**config.mk**
```make
export PLATFORM = sky130hd
export DESIGN_NAME = nmi_wdog_top
export DESIGN_NICKNAME = d
export VERILOG_FILES = /design/src/rtl/nmi_wdog_pkg.sv /design/src/rtl/nmi_wdog_regs.sv /design/src/rtl/nmi_wdog_count.sv /design/src/rtl/nmi_wdog_trip.sv /design/src/rtl/nmi_wdog_top.sv
export SDC_FILE = /design/constraint.sdc
export NUM_CORES = 1
export LEC_CHECK = 0
export BUFFER_PORTS_ARGS = -buffer_cell sky130_fd_sc_hd__buf_2
export CAP_MARGIN = 15
export CORE_ASPECT_RATIO = 1.5
export CORE_MARGIN = 1.5
export CORE_UTILIZATION = 60
export CTS_CLUSTER_SIZE = 20
export DETAILED_ROUTE_END_ITERATION = 8
export PLACE_DENSITY = 0.84
export SYNTH_ARGS = -nofsm -noshare
export SYNTH_HDL_FRONTEND = slang
export SYNTH_SLANG_ARGS = --single-unit
```
**constraint.sdc**
```tcl
create_clock -name clk -period 5.7 [get_ports clk]
set_input_delay 1.14 -clock clk [delete_from_list [all_inputs] [get_ports clk]]
set_output_delay 1.14 -clock clk [all_outputs]
set_load 0.01 [all_outputs]
```
**src/rtl/nmi_wdog_pkg.sv**
```systemverilog
package nmi_wdog_pkg;
  localparam int ADDR_W = 2;
  localparam logic [ADDR_W-1:0] ADDR_PERIOD = 2'd0;
  localparam logic [ADDR_W-1:0] ADDR_COUNT  = 2'd1;
endpackage

```
**src/rtl/nmi_wdog_regs.sv**
```systemverilog
module nmi_wdog_regs
  import nmi_wdog_pkg::*;
#(
  parameter int DATA_W = 16
) (
  input  logic              clk,
  input  logic              rst,
  input  logic              bus_wr,
  input  logic              bus_rd,
  input  logic [ADDR_W-1:0] bus_addr,
  input  logic [DATA_W-1:0] bus_wdata,
  input  logic [DATA_W-1:0] cnt,
  output logic [DATA_W-1:0] period,
  output logic              per_wr,
  output logic [DATA_W-1:0] bus_rdata
);
  localparam logic [DATA_W-1:0] PERIOD_RST = '1;

  assign per_wr = bus_wr && (bus_addr == ADDR_PERIOD);

  always_ff @(posedge clk) begin
    if (rst)         period <= PERIOD_RST;
    else if (per_wr) period <= bus_wdata;
  end

  logic [DATA_W-1:0] rd_mux;
  always_comb begin
    case (bus_addr)
      ADDR_PERIOD: rd_mux = period;
      ADDR_COUNT:  rd_mux = cnt;
      default:     rd_mux = '0;
    endcase
  end

  always_ff @(posedge clk) begin
    if (rst)         bus_rdata <= '0;
    else if (bus_rd) bus_rdata <= rd_mux;
  end

  // a period write lands on the next edge
  a_r2_period_load: assert property (@(posedge clk) disable iff (rst)
    per_wr |=> period == $past(bus_wdata));
  // a write to the count address leaves the period untouched
  a_r3_count_ro: assert property (@(posedge clk) disable iff (rst)
    (bus_wr && bus_addr == ADDR_COUNT) |=> $stable(period));
endmodule

```
**src/rtl/nmi_wdog_count.sv**
```systemverilog
module nmi_wdog_count #(
  parameter int DATA_W = 16
) (
  input  logic              clk,
  input  logic              rst,
  input  logic              clk_en,
  input  logic              nmi_pend,
  input  logic              trip,
  output logic [DATA_W-1:0] cnt
);
  always_ff @(posedge clk) begin
    if (rst || trip || !nmi_pend) cnt <= '0;
    else if (clk_en)              cnt <= cnt + 1'b1;
  end

  // no pending NMI means a zero count next cycle
  a_r5_idle_zero: assert property (@(posedge clk) disable iff (rst)
    !nmi_pend |=> cnt == '0);
  // disabled clocks hold the count
  a_r4_hold: assert property (@(posedge clk) disable iff (rst)
    (nmi_pend && !clk_en && !trip) |=> $stable(cnt));
  // a trip clears the counter
  a_r6_clear: assert property (@(posedge clk) disable iff (rst)
    trip |=> cnt == '0);
endmodule

```
**src/rtl/nmi_wdog_trip.sv**
```systemverilog
module nmi_wdog_trip #(
  parameter int DATA_W = 16
) (
  input  logic              clk,
  input  logic              rst,
  input  logic              nmi_pend,
  input  logic [DATA_W-1:0] cnt,
  input  logic [DATA_W-1:0] period,
  input  logic              per_wr,
  input  logic [DATA_W-1:0] wdata,
  output logic              trip,
  output logic              rst_req
);
  logic [DATA_W-1:0] eff_period;

  // A period write is compared against the count in its own cycle:
  // equal is a match, below is a forced trip.
  assign eff_period = per_wr ? wdata : period;
  assign trip       = nmi_pend && (cnt >= eff_period);

  always_ff @(posedge clk) begin
    if (rst) rst_req <= 1'b0;
    else     rst_req <= trip;
  end

  // every trip produces the request on the next edge
  a_r6_pulse: assert property (@(posedge clk) disable iff (rst)
    trip |=> rst_req);
  // no request without a pending NMI in the cycle before
  a_r5_needs_nmi: assert property (@(posedge clk) disable iff (rst)
    !nmi_pend |=> !rst_req);
  // one-cycle pulse while the period stays nonzero
  a_r10_single: assert property (@(posedge clk) disable iff (rst)
    (rst_req && period != '0 && !(per_wr && wdata == '0)) |=> !rst_req);
endmodule

```
**src/rtl/nmi_wdog_top.sv**
```systemverilog
module nmi_wdog_top
  import nmi_wdog_pkg::*;
#(
  parameter int DATA_W = 16
) (
  input  logic              clk,
  input  logic              rst,
  input  logic              clk_en,
  input  logic              nmi_pend,
  input  logic              bus_wr,
  input  logic              bus_rd,
  input  logic [ADDR_W-1:0] bus_addr,
  input  logic [DATA_W-1:0] bus_wdata,
  output logic [DATA_W-1:0] bus_rdata,
  output logic              rst_req
);
  logic [DATA_W-1:0] cnt;
  logic [DATA_W-1:0] period;
  logic              per_wr;
  logic              trip;

  nmi_wdog_regs #(.DATA_W(DATA_W)) u_regs (
    .clk(clk), .rst(rst), .bus_wr(bus_wr), .bus_rd(bus_rd),
    .bus_addr(bus_addr), .bus_wdata(bus_wdata), .cnt(cnt),
    .period(period), .per_wr(per_wr), .bus_rdata(bus_rdata)
  );

  nmi_wdog_trip #(.DATA_W(DATA_W)) u_trip (
    .clk(clk), .rst(rst), .nmi_pend(nmi_pend), .cnt(cnt),
    .period(period), .per_wr(per_wr), .wdata(bus_wdata),
    .trip(trip), .rst_req(rst_req)
  );

  nmi_wdog_count #(.DATA_W(DATA_W)) u_count (
    .clk(clk), .rst(rst), .clk_en(clk_en), .nmi_pend(nmi_pend),
    .trip(trip), .cnt(cnt)
  );

  // the counter never passes the stored period
  a_r11_bound: assert property (@(posedge clk) disable iff (rst)
    cnt <= period);
  // a request always finds the counter already cleared
  a_r7_req_clear: assert property (@(posedge clk) disable iff (rst)
    rst_req |-> cnt == '0);
endmodule

```
==> impl_metrics.py <==
metrics = {
    "critical_path": {
        "cp-end-kind": "flip-flop",
        "critical_path_required_ns": 5.88,
        "path_buf_inv": 1,
        "worstSetupStartpointType": "primary input",
        "crit_type": "in2reg",
        "arrival_ns": 4.17,
        "crit_family": "simple AND/OR/NAND/NOR gates",
        "critPathSlowestCell": "nor3b_2",
        "critPathMaxStageDelay_ns": 0.84,
        "crit_chain": "buf_2, nor3b_2, mux2_2, ha_1, nand2b_1, a2111oi_2, o41a_2, o2111ai_4, nor2_1",
        "crit_fanout": 17,
    },
    "route": {
        "wl_met3_um": 185,
        "postRouteAntennaNets": 0,
        "avgViaCountPerCell": 5.57,
        "wl_met1_um": 2020,
        "vias": 1870,
        "top_layer_used": "met4",
        "finalWirelength_um": 5140,
        "drtIter0Drc": 43,
        "dr.pass1.iters": 4,
        "wl_per_cell_um": 15.3,
        "drc": 0,
        "met2_length_um": 2790,
    },
    "placement": {
        "hpwl_um": 3750,
        "gp_congestion": 0.772,
        "io_buffers": 40,
        "placed_cell_area_mm2": 0.00266,
    },
    "global_route": {
        "antenna_found_initial": 0,
        "grt_pass1_wl_um": 8080,
        "gr-usage-all-layers_pct": 25.5,
        "grt_overflow_total": 0,
        "first_global_vias": 1755,
        "grt_max_degree": 34,
    },
    "synth": {
        "syn_inst": 255,
        "ys_warn_count": 0,
        "netlist.area_leader.share_pct": 40.0,
        "yosysMostFrequentCell": "dfxtp_1",
        "synth_top_area_cell": "dfxtp_1",
        "yosys-top-cells-area": "dfxtp_1, ha_1, mux2_2, mux2i_1, nor2_1",
        "synth-seq-cells": 49,
        "syn_nets": 296,
        "syn_avg_cell_area_um2": 9.61,
        "yosys-top-cells-count": "dfxtp_1, nor2_1, a21oi_1",
        "async_flop_share_pct": 0,
        "synth_enable_flop_cells": 0,
        "syn-cell-area_mm2": 0.00245,
        "synth.distinct_cells": 30,
        "ys_seq_area_share_pct": 40.0,
        "synth_ff_type": "dfxtp_1",
    },
    "clock_network": {
        "cts_buffer_depth": 2,
        "cts_sinks": 49,
        "path_clk_slew_ns": 0.08,
        "numCtsBuffers": 5,
        "post_cts_buffers": 0,
        "clockRootBuffer": "clkbuf_8",
        "insertion_delay_ns": 0.30,
        "h-tree-depth": 2,
        "cts_resized": 0,
        "postCtsHoldBufs": 0,
        "cts_tree": "yes",
    },
    "floorplanning": {
        "die_area_mm2": 0.00449,
        "die_h_um": 81.3,
        "core_mm2": 0.00392,
        "placementRows": 28,
        "dieWidth_um": 55.2,
        "start_util_pct": 62.5,
        "io_pins": 41,
    },
    "power_and_ir_drop": {
        "p_leak_nw": 1.17,
        "power_switching_mw": 0.148,
        "combPwrFrac_pct": 10.9,
        "power_frac_seq_pct": 56.5,
        "max-vdd-ir-drop_v": 0.000269,
        "p_int_mw": 0.480,
        "p_sw_share_pct": 23.6,
        "pwr_density_cell_mw_per_mm2": 229,
        "pwr-share-clk_pct": 32.6,
    },
    "layout": {
        "area_delta_synth_final_pct": 12.0,
        "fill_cells": 325,
        "num_antenna_cells": 0,
        "final_layout_size_suffix_gt1_share_pct": 24.1,
        "final_cell_area_mm2": 0.00275,
        "final_nets": 332,
    },
    "timing": {
        "finalCritPeriodShare_pct": 70.1,
        "rsz0062_at_grt": "false",
        "fin_skew_ns": 0.00289,
        "tightest_slew_ns": 1.10,
        "hold_viol": 0,
        "setup_viol": 0,
        "drv_slew": 0,
        "fin_crit_ns": 3.99,
        "finalSetupTns_ns": 0,
        "maxSlewHeadroom_pct": 26.3,
        "max_freq_mhz": 250,
    },
    "hold_path": {
        "min_path_type": "reg2reg",
    },
    "job": {
        "maxCapViolCount": 0,
    },
    "run_status": {
        "status": "finished, final reports clean",
    },
}
[flip-flops by register name, summed over array words and instances (netlist names)]
signal	cells
u_trip.rst_req	1
u_regs.period	16
u_regs.bus_rdata	16
u_count.cnt	16
[path summary, 6_finish.rpt]
path,startpoint,to,slack [ns],cells after the start
worst max-delay path,bus_addr[0],u_count.cnt[14],1.71,9
worst min-delay path,u_regs.period[10],u_regs.period[10],0.52,2
worst max register to register,u_regs.period[0],u_count.cnt[14],3.46,7
worst min register to register,u_regs.period[10],u_regs.period[10],0.52,2
[per-stage QoR]
stage | setup slack, ns | hold slack, ns | std cells | utilization, % | power (mW)
2_1_floorplan | 2.17 | 0.467 | 255 | - | 0.409
3_3_place_gp | 1.49 | 0.488 | 329 | 67.8 | 0.430
3_5_place_dp | 1.41 | 0.499 | 329 | 67.8 | 0.431
4_1_cts | 1.70 | 0.518 | 336 | 70.0 | 0.632
5_1_grt | 1.54 | 0.551 | 336 | 70.0 | 0.655
6_report | 1.71 | 0.516 | 336 | 70.0 | 0.629
[per-layer routing]
| layer | vias to the layer above | track usage (%) |
|---|---|---|
| met4 | 0 | 12.9 |
| met1 | 867 | 28.4 |
| met3 | 12 | 4.41 |
| li1 | 944 | - |
| met5 | - | 0 |
| met2 | 47 | 44.4 |
[placed cells by master, fill, tap and decap left out]
master | netlist | routed
a2111oi_2 | 1 | 1
a211oi_2 | 1 | 1
a21oi_1 | 21 | 21
and2_1 | 1 | 1
and3_1 | 4 | 4
and4_1 | 3 | 3
buf_2 | 3 | 40
buf_4 | 1 | 1
clkbuf_1 | 7 | 1
clkbuf_8 | 0 | 6
dfxtp_1 | 49 | 49
ha_1 | 17 | 17
inv_1 | 2 | 2
mux2_2 | 17 | 17
mux2i_1 | 16 | 16
nand2_1 | 6 | 6
nand2b_1 | 16 | 16
nand3_1 | 4 | 4
nand4_1 | 8 | 8
nor2_1 | 37 | 37
nor2b_1 | 18 | 18
nor3b_2 | 0 | 1
o2111ai_4 | 1 | 1
o211ai_1 | 1 | 1
o21a_1 | 1 | 1
o21ai_0 | 1 | 1
o41a_2 | 1 | 1
or2_2 | 1 | 1
xnor2_1 | 6 | 6
xor2_1 | 9 | 9
[cell families (layout without fill, tap and decap cells)]
| group | count (synthesis) | count (layout) | synth area share (%) |
|---|---|---|---|
| muxes | 33 | 33 | 14.3 |
| xor gates and xnor gates | 15 | 15 | 5.36 |
| buffers and inverters | 14 | 50 | 2.76 |
| and+or+nand+nor | 99 | 99 | 21.0 |
| adders and majority gates | 17 | 17 | 8.68 |
| DFF | 49 | 49 | 40.0 |
| AOI/OAI and AO/OA | 28 | 28 | 7.81 |
[worst min-delay path, stage by stage (launching register included)]
cell and delay, ns:
dfxtp_1 0.33, mux2i_1 0.09, nand2b_1 0.07
[final cells by class]
type / count / area [um^2] / area share [%]
Sequential cell: 49 / 981 / 35.7
Multi-Input combinational cell: 192 / 1410 / 51.3
Clock buffer: 7 / 86.3 / 3.14
Timing Repair Buffer: 41 / 208 / 7.56
Tap cell: 45 / 56.3 / 2.05
Inverter: 2 / 7.51 / 0.273
[power by group through the flow]
stage	sequential, mW	combinational (mW)	clock (mW)
2_1_floorplan	0.365	0.0446	0
3_3_place_gp	0.363	0.0668	0
3_5_place_dp	0.363	0.0679	0
4_1_cts	0.355	0.0686	0.208
5_1_grt	0.356	0.0759	0.222
6_report	0.355	0.0683	0.205
Note: power is estimated with default switching activity, not from simulation.
